==> config.mk <==
export PLATFORM = sky130hd
export DESIGN_NAME = soft_irq_reg
export DESIGN_NICKNAME = d
export VERILOG_FILES = /design/src/rtl/soft_irq_pkg.sv /design/src/rtl/soft_irq_rst_sync.sv /design/src/rtl/soft_irq_update.sv /design/src/rtl/soft_irq_mask.sv /design/src/rtl/soft_irq_reg.sv
export SDC_FILE = /design/constraint.sdc
export NUM_CORES = 1
export LEC_CHECK = 0
export ABC_CLOCK_PERIOD_IN_PS = 1500
export BUFFER_PORTS_ARGS = -buffer_cell sky130_fd_sc_hd__buf_2
export CAP_MARGIN = 30
export CORE_MARGIN = 10
export CORE_UTILIZATION = 50
export CTS_BUF_LIST = sky130_fd_sc_hd__clkbuf_4 sky130_fd_sc_hd__clkbuf_8
export CTS_CLUSTER_SIZE = 8
export DETAILED_ROUTE_END_ITERATION = 16
export HOLD_SLACK_MARGIN = 0.05
export PLACE_DENSITY = 0.84
export SLEW_MARGIN = 20
export SYNTH_ARGS = -nofsm -noshare
export SYNTH_HDL_FRONTEND = slang
export SYNTH_SLANG_ARGS = --single-unit
==> constraint.sdc <==
create_clock -name clk -period 1.5 [get_ports clk]
set_clock_uncertainty 0.15 [all_clocks]
set_input_delay 0.3 -clock clk [delete_from_list [all_inputs] [get_ports clk]]
set_output_delay 0.3 -clock clk [all_outputs]
set_load 0.03 [all_outputs]
==> src/rtl/soft_irq_pkg.sv <==
package soft_irq_pkg;

  typedef enum logic [1:0] {
    WR_DIRECT = 2'b00,
    WR_SET    = 2'b01,
    WR_CLEAR  = 2'b10,
    WR_NONE   = 2'b11
  } wr_op_e;

  localparam int unsigned SIR_VEC_W   = 17;
  localparam int unsigned SIR_LVL_W   = 4;
  localparam int unsigned SIR_FIX_THR = 14;

endpackage

==> src/rtl/soft_irq_rst_sync.sv <==
module soft_irq_rst_sync #(
  parameter int unsigned STAGES = 2
) (
  input  logic clk,
  input  logic rst_n,
  output logic rst_sync_n
);

  logic [STAGES-1:0] sync_q;
  logic [STAGES-1:0] sync_d;

  always_comb begin
    sync_d = {sync_q[STAGES-2:0], 1'b1};
  end

  always_ff @(posedge clk or negedge rst_n) begin
    if (!rst_n) begin
      sync_q <= '0;
    end else begin
      sync_q <= sync_d;
    end
  end

  assign rst_sync_n = sync_q[STAGES-1];

endmodule

==> src/rtl/soft_irq_update.sv <==
module soft_irq_update
  import soft_irq_pkg::*;
#(
  parameter int unsigned VEC_W     = SIR_VEC_W,
  parameter int unsigned TIMER_BIT = VEC_W - 1
) (
  input  logic [VEC_W-1:0] cur_q,
  input  logic             wr_en,
  input  logic [1:0]       wr_op,
  input  logic [VEC_W-1:0] wr_data,
  input  logic             hw_set,
  output logic [VEC_W-1:0] nxt_d,
  output logic             load_en
);

  localparam logic [VEC_W-1:0] TIMER_MASK = VEC_W'(1) << TIMER_BIT;

  logic [VEC_W-1:0] sw_val;
  logic             sw_load;

  // software part of the update
  always_comb begin
    sw_val  = cur_q;
    sw_load = 1'b0;
    if (wr_en) begin
      case (wr_op)
        WR_DIRECT: begin
          sw_val  = wr_data;
          sw_load = 1'b1;
        end
        WR_SET: begin
          sw_val  = cur_q | wr_data;
          sw_load = 1'b1;
        end
        WR_CLEAR: begin
          sw_val  = cur_q & ~wr_data;
          sw_load = 1'b1;
        end
        default: begin
          sw_val  = cur_q;
          sw_load = 1'b0;
        end
      endcase
    end
  end

  // timer strobe merges on top of any software result
  always_comb begin
    nxt_d   = sw_val | (hw_set ? TIMER_MASK : '0);
    load_en = sw_load | hw_set;
  end

endmodule

==> src/rtl/soft_irq_mask.sv <==
module soft_irq_mask
  import soft_irq_pkg::*;
#(
  parameter int unsigned VEC_W   = SIR_VEC_W,
  parameter int unsigned LVL_W   = SIR_LVL_W,
  parameter int unsigned FIX_THR = SIR_FIX_THR
) (
  input  logic [VEC_W-1:0] pend,
  input  logic [LVL_W-1:0] lvl,
  output logic [VEC_W-1:0] req
);

  localparam int unsigned TOP_BIT = VEC_W - 1;

  logic lvl_below_fix;

  always_comb begin
    lvl_below_fix = (int'(lvl) < int'(FIX_THR));
  end

  for (genvar gi = 0; gi < VEC_W; gi++) begin : g_bit
    if (gi == 0 || gi == TOP_BIT) begin : g_fixed
      always_comb begin
        req[gi] = pend[gi] & lvl_below_fix;
      end
    end else begin : g_indexed
      always_comb begin
        req[gi] = pend[gi] & (int'(lvl) < gi);
      end
    end
  end

endmodule

==> src/rtl/soft_irq_reg.sv <==
module soft_irq_reg
  import soft_irq_pkg::*;
#(
  parameter int unsigned VEC_W   = SIR_VEC_W,
  parameter int unsigned LVL_W   = SIR_LVL_W,
  parameter int unsigned FIX_THR = SIR_FIX_THR
) (
  input  logic             clk,
  input  logic             rst_n,
  input  logic             wr_en,
  input  logic [1:0]       wr_op,
  input  logic [VEC_W-1:0] wr_data,
  input  logic             hw_set,
  input  logic             lvl_wr_en,
  input  logic [LVL_W-1:0] lvl_wr_data,
  output logic [VEC_W-1:0] reg_q,
  output logic [LVL_W-1:0] lvl_q,
  output logic [VEC_W-1:0] irq_req
);

  localparam logic [LVL_W-1:0] LVL_RST = '1;

  logic             rst_sync_n;
  logic [VEC_W-1:0] vec_q;
  logic [VEC_W-1:0] vec_d;
  logic             vec_en;
  logic [LVL_W-1:0] lvl_r;
  logic [LVL_W-1:0] lvl_d;
  logic [VEC_W-1:0] req_q;
  logic [VEC_W-1:0] req_d;
  logic             req_en;

  soft_irq_rst_sync #(.STAGES(2)) u_rst_sync (
    .clk        (clk),
    .rst_n      (rst_n),
    .rst_sync_n (rst_sync_n)
  );

  soft_irq_update #(.VEC_W(VEC_W), .TIMER_BIT(VEC_W - 1)) u_update (
    .cur_q   (vec_q),
    .wr_en   (wr_en),
    .wr_op   (wr_op),
    .wr_data (wr_data),
    .hw_set  (hw_set),
    .nxt_d   (vec_d),
    .load_en (vec_en)
  );

  always_comb begin
    lvl_d  = lvl_wr_en ? lvl_wr_data : lvl_r;
    req_en = vec_en | lvl_wr_en;
  end

  // requests are evaluated on the post-update values
  soft_irq_mask #(.VEC_W(VEC_W), .LVL_W(LVL_W), .FIX_THR(FIX_THR)) u_mask (
    .pend (vec_d),
    .lvl  (lvl_d),
    .req  (req_d)
  );

  always_ff @(posedge clk or negedge rst_sync_n) begin
    if (!rst_sync_n) begin
      vec_q <= '0;
    end else if (vec_en) begin
      vec_q <= vec_d;
    end
  end

  always_ff @(posedge clk or negedge rst_sync_n) begin
    if (!rst_sync_n) begin
      lvl_r <= LVL_RST;
    end else if (lvl_wr_en) begin
      lvl_r <= lvl_d;
    end
  end

  always_ff @(posedge clk or negedge rst_sync_n) begin
    if (!rst_sync_n) begin
      req_q <= '0;
    end else if (req_en) begin
      req_q <= req_d;
    end
  end

  assign reg_q   = vec_q;
  assign lvl_q   = lvl_r;
  assign irq_req = req_q;

endmodule

==> results.yml <==
drt:
  drc: 0
  drtIter0Drc: 108
  totalWireLength_mm: 4.84
  wire_per_inst_um: 16.7
  avgViaCountPerCell: 5.49
  drt.antenna.violating_nets: 0
  drt-met1-wl_mm: 1.99
  top_layer_used: "met4"
  wl_met2_mm: 2.15
  wl_met3_um: 572
  vias: 1586
  drt_pass1_iterations: 4
logic_synthesis:
  synth_compound_area_share_pct: 26.0
  synth-simple-area-share_pct: 9.23
  syn_inst: 151
  ys_warn_count: 0
  synth.distinct_cells: 33
  synthXorXnorAreaFrac_pct: 0
  synth_edf_count: 0
  seq_area_frac_synth_pct: 57.5
  synth.avg_cell_area_sq_um: 11.6
  async_flop_share_pct: 100
  synth_nets: 179
  synth-adder-area-share_pct: 0
  synth_mux_area_share_pct: 2.50
  synth_top_family_by_area: "compound AO/OA/AOI/OAI gates"
  ys_ff_latch: 40
  synthFlopType: "dfrtp_1"
  synth.cell_area_sq_um: 1750
placed_design:
  dp_cells: 277
  io_buffers: 65
  hpwl_mm: 3.75
  dpl_cell_area_sq_um: 2240
  routabilityCongestion: 0.785
final_layout:
  mostFrequentLayoutCell: "buf_2"
  layout_common_cells: "buf_2, dfrtp_1, buf_4, a22o_1, o21ai_0"
  area_delta_synth_final_pct: 36.2
  insertedDiodeCount: 0
  layout.nets: 270
  fin_cells: 289
  drive_above_1_share_pct: 47.3
  nFillCells: 276
  finalInstanceArea_sq_um: 2380
setup_path:
  crit_path_max_fanout: 4
  critPathBufInv: 1
  crit_chain: "buf_6"
  critical_path_required_ps: 1050
  cp-end-kind: "output pin"
  r2r-end: "irq_req[3]"
  worstSetupStartpointType: "register"
  worstPathArrival_ps: 1080
  regToRegStartpoint: "lvl_q[3]"
  regToRegSetupSlack_ps: -10
  critical_path.top_delay_family: "flip-flops"
  worstSetupPathType: "register to output pin"
  critical_path.max_stage_delay_ps: 590
  r2r.worst_path.cells: 5
  critPathSlowestCell: "dfstp_2"
sta:
  fin_ws_ps: -29.9
  rsz0062_at_grt: "yes"
  fin_tns_setup_ps: -83.5
  fin_crit_sh_pct: 102
  fin_crit_ps: 1530
  fmax_mhz: 654
  slew_viol_final: 0
  setup_violations: 5
  hold_slack_ps: 38.7
  hold_viol: 0
power_and_ir_drop:
  vdd_drop_max_v: 0.000555
  finalPower_mw: 2.78
  leakagePower_nw: 1.21
  powerDensity_nw_per_um2: 1170
status:
  status: "complete, but fails checks"
  violations: "setup timing"
floorplanning:
  io_pins: 66
  initial_core_util_pct: 52.0
  core_area_sq_um: 3360
  die_h_um: 79.1
  die_w_um: 79.1
  rows: 21
  die-area_sq_um: 6260
clock_network:
  root_buffer: "clkbuf_4"
  cts_sinks: 40
  ctsLongestPathBuffers: 2
  cts_buffers: 5
  insertion_delay_ps: 350
  cts_tree: "done"
  clkTransAtPathRegs_ps: 120
  h-tree-depth: 2
global_route:
  grt_pass1_wl_mm: 7.76
  antenna_found_initial: 0
  grt_pass1_vias: 1622
  grt_use_total_pct: 15.4
  grt_overflow: 0
  grt_max_degree: 25
run:
  drv_cap: 0
worst_hold_path:
  hold_class: "register to async pin"
-- flip-flops by register name (all words and copies together) (netlist names) --
| register | flops |
|---|---|
| irq_req | 17 |
| reg_q | 17 |
| u_rst_sync.sync_q | 2 |
| lvl_q | 4 |
-- where the power goes --
group / switching, mW / total, mW / internal, mW / leakage (nW)
Combinational: 0.553 / 0.876 / 0.323 / 0.683
Clock: 0.329 / 0.596 / 0.268 / 0.0394
Sequential: 0.0807 / 1.30 / 1.22 / 0.487
-- worst max path at each step --
stage	start	end	slack, ps	cells past startpoint
after detailed placement	wr_op[0]	irq_req[10]	-180	6
after CTS	lvl_q[3]	lvl_q[3]	-30	1
after floorplan	lvl_q[1]	irq_req[5]	30	4
after global placement	wr_op[0]	irq_req[15]	-140	6
after global routing	lvl_q[3]	lvl_q[3]	-70	1
final	lvl_q[3]	lvl_q[3]	-30	1
-- cell usage after synthesis, drive strengths merged (2+ instances only) --
library cell  count  share of area, %
dfrtp            36                52
o21ai            21               6.0
a221oi            2               1.0
nand3             2              0.57
nor2              7               1.5
mux2              3               1.9
buf               6               3.1
dfstp             4               6.0
inv               6               1.3
nor3              2              0.57
o31ai             3               1.9
a22o             16               8.0
and2              8               2.9
nand2            11               2.5
a32o              3               1.7
a21oi             3              0.86
a22oi             2              0.86
a31o              7               3.5
-- per-layer routing --
metal,vias to the layer above,global-route usage [%]
met2,78,23.3
li1,734,-
met1,761,18.0
met3,13,8.11
met5,-,0
met4,0,5.91
-- cell type report --
class,instances,area (sq um),area share (%)
Inverter,6,22.5,0.945
Clock buffer,8,66.3,2.78
Timing Repair Buffer,91,553,23.2
Tap cell,46,57.6,2.42
Multi-Input combinational cell,98,677,28.4
Sequential cell,40,1010,42.2
-- repair_timing --
| item | in CTS | in global routing |
|---|---|---|
| endpoints found under the setup margin | 9 | 13 |
| setup buffers | 0 | 1 |
| endpoints found under the hold margin | 4 | 0 |
| gates resized for setup | 10 | 3 |
| pin swaps | 0 | 1 |
| hold buffers | 3 | 0 |
-- logic make-up after synthesis --
family,after synthesis
DFF,40
muxes,4
buffers and inverters,13
AOI/OAI and AO/OA,60
other,1
and+or+nand+nor,33
-- stage by stage --
| step | utilization [%] | setup WS, ps |
|---|---|---|
| 4_1_cts | 70.4 | -30.7 |
| 6_report | 70.8 | -29.9 |
| 2_1_floorplan | - | 31.1 |
| 3_5_place_dp | 66.6 | -180 |
| 3_3_place_gp | 66.6 | -137 |
| 5_1_grt | 70.8 | -72.2 |
No activity file was read; power rests on OpenSTA's default activity.
